`config.mk`:
```
export PLATFORM = sky130hd
export DESIGN_NAME = dbg_link_init
export DESIGN_NICKNAME = d
export VERILOG_FILES = /design/src/rtl/dbg_link_init_pkg.sv /design/src/rtl/dbg_phase_timer.sv /design/src/rtl/dbg_line_pattern.sv /design/src/rtl/dbg_try_counter.sv /design/src/rtl/dbg_link_init.sv
export SDC_FILE = /design/constraint.sdc
export NUM_CORES = 1
export LEC_CHECK = 0
export ABC_AREA = 1
export BUFFER_PORTS_ARGS = -buffer_cell sky130_fd_sc_hd__buf_2
export CAP_MARGIN = 20
export CORE_AREA = 3 3 49 73
export CTS_CLUSTER_SIZE = 25
export DETAILED_ROUTE_END_ITERATION = 16
export DIE_AREA = 0 0 52 76
export PLACE_DENSITY = 0.74
export SYNTH_ARGS = -nofsm -noshare
export SYNTH_HDL_FRONTEND = slang
export SYNTH_SLANG_ARGS = --single-unit
```
`constraint.sdc`:
```
create_clock -name clk -period 1.6 [get_ports clk]
set_clock_uncertainty 0.05 [all_clocks]
set_input_delay 0.08 -clock clk [delete_from_list [all_inputs] [get_ports clk]]
set_output_delay 0.08 -clock clk [all_outputs]
set_load 0.05 [all_outputs]
```
`src/rtl/dbg_link_init_pkg.sv`:
```
package dbg_link_init_pkg;

   // Acknowledge codes as delivered by the transaction engine.
   localparam logic [2:0] ACK_OK    = 3'b001;
   localparam logic [2:0] ACK_WAIT  = 3'b010;
   localparam logic [2:0] ACK_FAULT = 3'b100;

   // Register address of the identification register on the debug port.
   localparam logic [1:0] ID_REG_ADDR = 2'b00;

   // Minimum number of high cycles the line reset needs.
   localparam int MIN_LINE_RESET = 50;

   typedef enum logic [3:0] {
      ST_HOLD    = 4'd0,   // waiting for the first restart request
      ST_LRST_A  = 4'd1,   // first line reset
      ST_SWITCH  = 4'd2,   // protocol switch code
      ST_LRST_B  = 4'd3,   // second line reset
      ST_IDLE    = 4'd4,   // low idle cycles before the command
      ST_REQ     = 4'd5,   // identification read offered
      ST_WAIT    = 4'd6,   // waiting for the engine response
      ST_UP      = 4'd7,   // link usable
      ST_MISM    = 4'd8,   // wrong identification value
      ST_FAIL    = 4'd9    // attempt limit reached
   } link_st_e;

endpackage

```
`src/rtl/dbg_phase_timer.sv`:
```
module dbg_phase_timer #(
   parameter int CNT_W = 6
) (
   input  logic             clk,
   input  logic             rst_n,
   input  logic             clr_i,
   input  logic [CNT_W-1:0] len_i,
   output logic [CNT_W-1:0] cnt_o,
   output logic             last_o
);

   logic [CNT_W-1:0] cnt_q;

   always_ff @(posedge clk or negedge rst_n) begin
      if (!rst_n)     cnt_q <= '0;
      else if (clr_i) cnt_q <= '0;
      else            cnt_q <= cnt_q + CNT_W'(1);
   end

   assign cnt_o  = cnt_q;
   assign last_o = (cnt_q == len_i - CNT_W'(1));

endmodule

```
`src/rtl/dbg_line_pattern.sv`:
```
module dbg_line_pattern
   import dbg_link_init_pkg::*;
#(
   parameter int                     SWITCH_BITS      = 16,
   parameter logic [SWITCH_BITS-1:0] SWITCH_CODE      = 16'hE79E,
   parameter bit                     SWITCH_LSB_FIRST = 1'b1,
   parameter int                     CNT_W            = 6
) (
   input  link_st_e         st_i,
   input  logic [CNT_W-1:0] cnt_i,
   output logic             oe_o,
   output logic             dout_o
);

   logic [SWITCH_BITS-1:0] shifted;
   logic                   sw_bit;

   generate
      if (SWITCH_LSB_FIRST) begin : g_lsb_first
         assign shifted = SWITCH_CODE >> cnt_i;
         assign sw_bit  = shifted[0];
      end else begin : g_msb_first
         assign shifted = SWITCH_CODE << cnt_i;
         assign sw_bit  = shifted[SWITCH_BITS-1];
      end
   endgenerate

   always_comb begin
      oe_o   = 1'b0;
      dout_o = 1'b0;
      case (st_i)
         ST_LRST_A, ST_LRST_B: begin
            oe_o   = 1'b1;
            dout_o = 1'b1;
         end
         ST_SWITCH: begin
            oe_o   = 1'b1;
            dout_o = sw_bit;
         end
         ST_IDLE: begin
            oe_o   = 1'b1;
            dout_o = 1'b0;
         end
         default: ;
      endcase
   end

endmodule

```
`src/rtl/dbg_try_counter.sv`:
```
module dbg_try_counter #(
   parameter int MAX_TRIES = 3,
   parameter int TRY_W     = 3
) (
   input  logic clk,
   input  logic rst_n,
   input  logic clr_i,
   input  logic inc_i,
   output logic final_o
);

   generate
      if (MAX_TRIES == 0) begin : g_unlimited
         // Zero selects endless retries: no failure is ever the final one.
         assign final_o = 1'b0;
      end else begin : g_limited
         logic [TRY_W-1:0] tries_q;

         always_ff @(posedge clk or negedge rst_n) begin
            if (!rst_n)     tries_q <= '0;
            else if (clr_i) tries_q <= '0;
            else if (inc_i) tries_q <= tries_q + TRY_W'(1);
         end

         // High when the failure now being reported would reach the limit.
         assign final_o = (tries_q == TRY_W'(MAX_TRIES - 1));
      end
   endgenerate

endmodule

```
`src/rtl/dbg_link_init.sv`:
```
module dbg_link_init
   import dbg_link_init_pkg::*;
#(
   parameter int                     RESET_CYCLES     = 56,
   parameter int                     SWITCH_BITS      = 16,
   parameter logic [SWITCH_BITS-1:0] SWITCH_CODE      = 16'hE79E,
   parameter bit                     SWITCH_LSB_FIRST = 1'b1,
   parameter int                     IDLE_CYCLES      = 4,
   parameter int                     ID_W             = 32,
   parameter logic [ID_W-1:0]        EXPECTED_ID      = 32'h2BA01477,
   parameter int                     MAX_TRIES        = 3
) (
   input  logic            clk,
   input  logic            rst_n,
   input  logic            restart_i,
   output logic            line_oe_o,
   output logic            line_dout_o,
   output logic            cmd_valid_o,
   input  logic            cmd_ready_i,
   output logic            cmd_ap_o,
   output logic            cmd_rnw_o,
   output logic [1:0]      cmd_addr_o,
   input  logic            rsp_valid_i,
   input  logic [2:0]      rsp_ack_i,
   input  logic            rsp_noresp_i,
   input  logic [ID_W-1:0] rsp_data_i,
   output logic            link_up_o,
   output logic            id_mismatch_o,
   output logic            init_fail_o
);

   localparam int LONG_RS = (RESET_CYCLES > SWITCH_BITS) ? RESET_CYCLES : SWITCH_BITS;
   localparam int LONGEST = (LONG_RS > IDLE_CYCLES) ? LONG_RS : IDLE_CYCLES;
   localparam int CNT_W   = $clog2(LONGEST + 1);
   localparam int TRY_W   = $clog2(MAX_TRIES + 2);

   generate
      if (RESET_CYCLES < MIN_LINE_RESET) begin : g_bad_reset_len
         $error("RESET_CYCLES below the line reset minimum");
      end
      if (SWITCH_BITS < 1) begin : g_bad_switch_len
         $error("SWITCH_BITS must be positive");
      end
      if (IDLE_CYCLES < 1) begin : g_bad_idle_len
         $error("IDLE_CYCLES must be at least one");
      end
      if (MAX_TRIES < 0) begin : g_bad_tries
         $error("MAX_TRIES must not be negative");
      end
   endgenerate

   link_st_e         st_q, st_n;
   logic [CNT_W-1:0] ph_len, ph_cnt;
   logic             ph_last, ph_clr;
   logic             try_clr, try_inc, try_final;
   logic             rsp_bad, id_match;

   // Length of the timed phase the sequencer currently sits in.
   always_comb begin
      ph_len = CNT_W'(1);
      case (st_q)
         ST_LRST_A, ST_LRST_B: ph_len = CNT_W'(RESET_CYCLES);
         ST_SWITCH:            ph_len = CNT_W'(SWITCH_BITS);
         ST_IDLE:              ph_len = CNT_W'(IDLE_CYCLES);
         default:              ph_len = CNT_W'(1);
      endcase
   end

   assign rsp_bad  = rsp_noresp_i || (rsp_ack_i != ACK_OK);
   assign id_match = (rsp_data_i == EXPECTED_ID);

   always_comb begin
      st_n    = st_q;
      try_inc = 1'b0;
      try_clr = 1'b0;
      if (restart_i) begin
         st_n    = ST_LRST_A;
         try_clr = 1'b1;
      end else begin
         case (st_q)
            ST_LRST_A: if (ph_last) st_n = ST_SWITCH;
            ST_SWITCH: if (ph_last) st_n = ST_LRST_B;
            ST_LRST_B: if (ph_last) st_n = ST_IDLE;
            ST_IDLE:   if (ph_last) st_n = ST_REQ;
            ST_REQ:    if (cmd_ready_i) st_n = ST_WAIT;
            ST_WAIT: begin
               if (rsp_valid_i) begin
                  if (rsp_bad) begin
                     try_inc = 1'b1;
                     st_n    = try_final ? ST_FAIL : ST_LRST_A;
                  end else begin
                     st_n = id_match ? ST_UP : ST_MISM;
                  end
               end
            end
            ST_UP: begin
               if (rsp_valid_i && rsp_noresp_i) begin
                  st_n    = ST_LRST_A;
                  try_clr = 1'b1;
               end
            end
            default: ;
         endcase
      end
   end

   // A restart while already in the first reset must still rewind the timer.
   assign ph_clr = (st_n != st_q) || restart_i;

   always_ff @(posedge clk or negedge rst_n) begin
      if (!rst_n) st_q <= ST_HOLD;
      else        st_q <= st_n;
   end

   dbg_phase_timer #(
      .CNT_W (CNT_W)
   ) u_timer (
      .clk    (clk),
      .rst_n  (rst_n),
      .clr_i  (ph_clr),
      .len_i  (ph_len),
      .cnt_o  (ph_cnt),
      .last_o (ph_last)
   );

   dbg_line_pattern #(
      .SWITCH_BITS      (SWITCH_BITS),
      .SWITCH_CODE      (SWITCH_CODE),
      .SWITCH_LSB_FIRST (SWITCH_LSB_FIRST),
      .CNT_W            (CNT_W)
   ) u_pattern (
      .st_i   (st_q),
      .cnt_i  (ph_cnt),
      .oe_o   (line_oe_o),
      .dout_o (line_dout_o)
   );

   dbg_try_counter #(
      .MAX_TRIES (MAX_TRIES),
      .TRY_W     (TRY_W)
   ) u_tries (
      .clk     (clk),
      .rst_n   (rst_n),
      .clr_i   (try_clr),
      .inc_i   (try_inc),
      .final_o (try_final)
   );

   assign cmd_valid_o   = (st_q == ST_REQ);
   assign cmd_ap_o      = 1'b0;
   assign cmd_rnw_o     = 1'b1;
   assign cmd_addr_o    = ID_REG_ADDR;
   assign link_up_o     = (st_q == ST_UP);
   assign id_mismatch_o = (st_q == ST_MISM);
   assign init_fail_o   = (st_q == ST_FAIL);

endmodule

```
==> results_dict.tcl <==
set metrics [dict create \
    synth_compound_area_share_pct 10.59 \
    root_buffer "clkbuf_8" \
    finalNonFillerCells 320 \
    antenna_found_initial 0 \
    cts_made_buffers 3 \
    synthFlopType "dfrtp_1" \
    maxSlewViolCount 0 \
    grtUsageTotal_pct 19.46 \
    synthTopCellsByCount "nand2_1 (43), inv_1 (30), nor2_1 (18)" \
    power.density_mw_per_mm2 1824 \
    avgRoutedWirePerCell_microns 12.09 \
    gp_congestion 0.8946 \
    start_util_pct 44.11 \
    finalSetupViolations 10 \
    dpl.cell_count 302 \
    fin_crit_ns 1.955 \
    seq_area_frac_synth_pct 24.81 \
    port_buffers 46 \
    syn2layout_area_growth_pct 60.02 \
    ys_types 34 \
    drt_iter0_markers 33 \
    hp-class "in -> reg" \
    hold-worst-slack_ns 0.1587 \
    worst_ep_required_time_ns 1.69 \
    grt_overflow 0 \
    synth_area_per_cell_sq_um 6.759 \
    cellLeakagePower_nw 1.085 \
    crit_family "simple AND/OR/NAND/NOR gates" \
    dpl_cell_area_sq_mm 0.001793 \
    rsz0062_at_grt "yes" \
    finalSetupTns_ns -3.040 \
    ant_nets 0 \
    setup_slack_ns -0.3546 \
    synthMuxAreaShare_pct 0 \
    grt_max_degree 14 \
    synth_area_leaders "dfrtp_1 (25%), nand2_1 (12%), inv_1 (8.6%)" \
    crit_fanout 6 \
    finalCritPeriodShare_pct 122.2 \
    die_x_microns 52 \
    synth-simple-area-share_pct 45.52 \
    syn_inst 194 \
    synthAdderAreaFrac_pct 2.863 \
    pre_cts_ws_ns -0.3267 \
    synth_area_sq_mm 0.001311 \
    clock_path_buffers 2 \
    synth-edff-count 0 \
    grt_pass1_vias 1478 \
    yosysTopAreaCell "dfrtp_1" \
    drt-pass1-iter-count 4 \
    die_h_microns 76 \
    yosys_warnings 0 \
    synth_top_area_share_pct 24.81 \
    num_vias 1528 \
    drive_gt1_share_pct 54.45 \
    crit_buf_inv 2 \
    cp.depth 12 \
    cp_cell_sequence "nor2_4, buf_6, nand2_8, nand2_4, nand2_2, nor2_4, buf_4, nand4_1, nand3_2, nand3_1, nand3_4, nor2_2" \
    worstSetupPathType "reg -> reg" \
    ff2ff_path_depth 12 \
    crit_arrival_ns 2.04 \
    antenna_cells 0 \
    synth_top_family_by_area "simple AND/OR/NAND/NOR gates" \
    ir_drop_mv 1.810 \
    synth-seq-cells 13 \
    final_area_sq_mm 0.002098 \
    cts_tree "done" \
    critPathCaptureType "flop" \
    synth_most_common_cell "nand2_1" \
    fmax_ghz 0.5116 \
    synth_xor_area_share_pct 2.672 \
    drc 0 \
    slew_headroom_pct 66.38 \
    dieArea_sq_mm 0.003952 \
    outcome "finished with violations" \
    worstSkewPairLatency_ns 0.25 \
    ios 51 \
    clk_pin_slew_ns 0.06 \
    dp.final_hpwl_mm 2.851 \
    start_kind "flop" \
    cpMostUsedCell "nor2_4" \
    grt_pass1_wl_mm 5.968 \
    hold_viol 0 \
    max_stage_delay_ns 0.44 \
    core_area_sq_mm 0.002973 \
    fin_nets 326 \
    rows 24 \
    violations "negative setup slack" \
    max-cap-violations 0 \
    hold_depth 4 \
    viasPerCell 4.775 \
    cpMaxStageDelayCell "dfrtp_2" \
    drt-total-wl_mm 3.868 \
    worst_pin_slew_ns 0.4991 \
    clock-sinks 13 \
    synthArstFlopShare_pct 100.0 \
    htree_levels 1 \
]
==> final timing paths <==
| kind | startpoint | to | slack [ns] |
|---|---|---|---|
| setup / recovery | st_q[2]$_DFF_PN0_ | u_timer.cnt_o[2]$_DFF_PN0_ | -0.35 |
| hold / removal | rsp_valid_i | st_q[3]$_DFF_PN0_ | 0.16 |
| setup reg to reg | st_q[2]$_DFF_PN0_ | u_timer.cnt_o[2]$_DFF_PN0_ | -0.35 |
| hold reg to reg | u_tries.g_limited.tries_q[2]$_DFFE_PN0P_ | u_tries.g_limited.tries_q[2]$_DFFE_PN0P_ | 0.51 |
| max in group asynchronous | rst_n | st_q[0]$_DFF_PN0_ | 1.05 |
| min in group asynchronous | rst_n | u_tries.g_limited.tries_q[2]$_DFFE_PN0P_ | 0.19 |
==> timing repair <==
action,CTS,global route
endpoints found under the hold margin,14,0
resized for setup,19,26
buffers inserted,7,6
pin swaps,13,12
endpoints found under the setup margin,13,17
hold buffers,2,0
==> layer usage <==
metal | vias to the layer above | global-route usage, % | wire length [microns]
met5 | - | 0 | 0
met4 | 0 | 7.874 | 104
met3 | 11 | 3.718 | 339
met2 | 63 | 36.52 | 2085
met1 | 680 | 19.70 | 1340
li1 | 774 | - | -
==> per-stage QoR <==
stage / utilization, % / total power [mW]
final: 70.58 / 3.828
after floorplan: - / 2.052
after CTS: 66.62 / 3.485
after global placement: 60.31 / 2.792
after global routing: 70.58 / 4.080
after detailed placement: 60.31 / 2.824
==> registers in the layout, indices dropped and copies added (netlist names) <==
name / flops
st_q: 4
u_tries.g_limited.tries_q: 3
u_timer.cnt_o: 6
==> logic make-up (layout without fill, tap and decap cells) <==
| logic type | count (synthesis) | after routing |
|---|---|---|
| simple gates | 111 | 111 |
| buf+inv | 39 | 124 |
| compound gates | 22 | 22 |
| flops | 13 | 13 |
| xor+xnor | 4 | 4 |
| fa+ha+maj | 3 | 3 |
| other cells | 2 | 4 |
==> cell type report <==
type,instances,area (sq um)
Tap cell,39,48.80
Clock buffer,3,41.29
Multi-Input combinational cell,144,962.2
Timing Repair Buffer,86,575.6
Clock inverter,1,5.005
Sequential cell,13,331.6
Fill cell,251,874.6
Inverter,34,133.9
==> worst reg2reg max path: stages (launching register included) <==
cell and delay, ns:
dfrtp_2 0.44, nor2_4 0.18, buf_6 0.14, nand2_8 0.08, nand2_4 0.07, nand2_2 0.06, nor2_4 0.15, buf_4 0.13
nand4_1 0.09, nand3_2 0.10, nand3_1 0.13, nand3_4 0.17, nor2_2 0.05
==> power breakdown <==
part           switching [mW]  total, mW  leakage [nW]  internal, mW
Sequential              0.118      0.530         0.168         0.411
Clock                   0.127      0.299        0.0255         0.173
Combinational            1.67       3.00         0.892          1.33
==> cells in the final DEF, fill, tap and decap left out, types with 6 or more instances in the layout <==
cell,Yosys,routed
a21oi_1,6,6
nor2_2,9,11
buf_2,0,42
nand2_2,9,15
nor2_1,18,15
buf_6,1,8
inv_1,30,29
dfrtp_1,13,8
buf_4,4,32
nand2_1,43,34
Note: power is estimated with default switching activity, not from simulation.
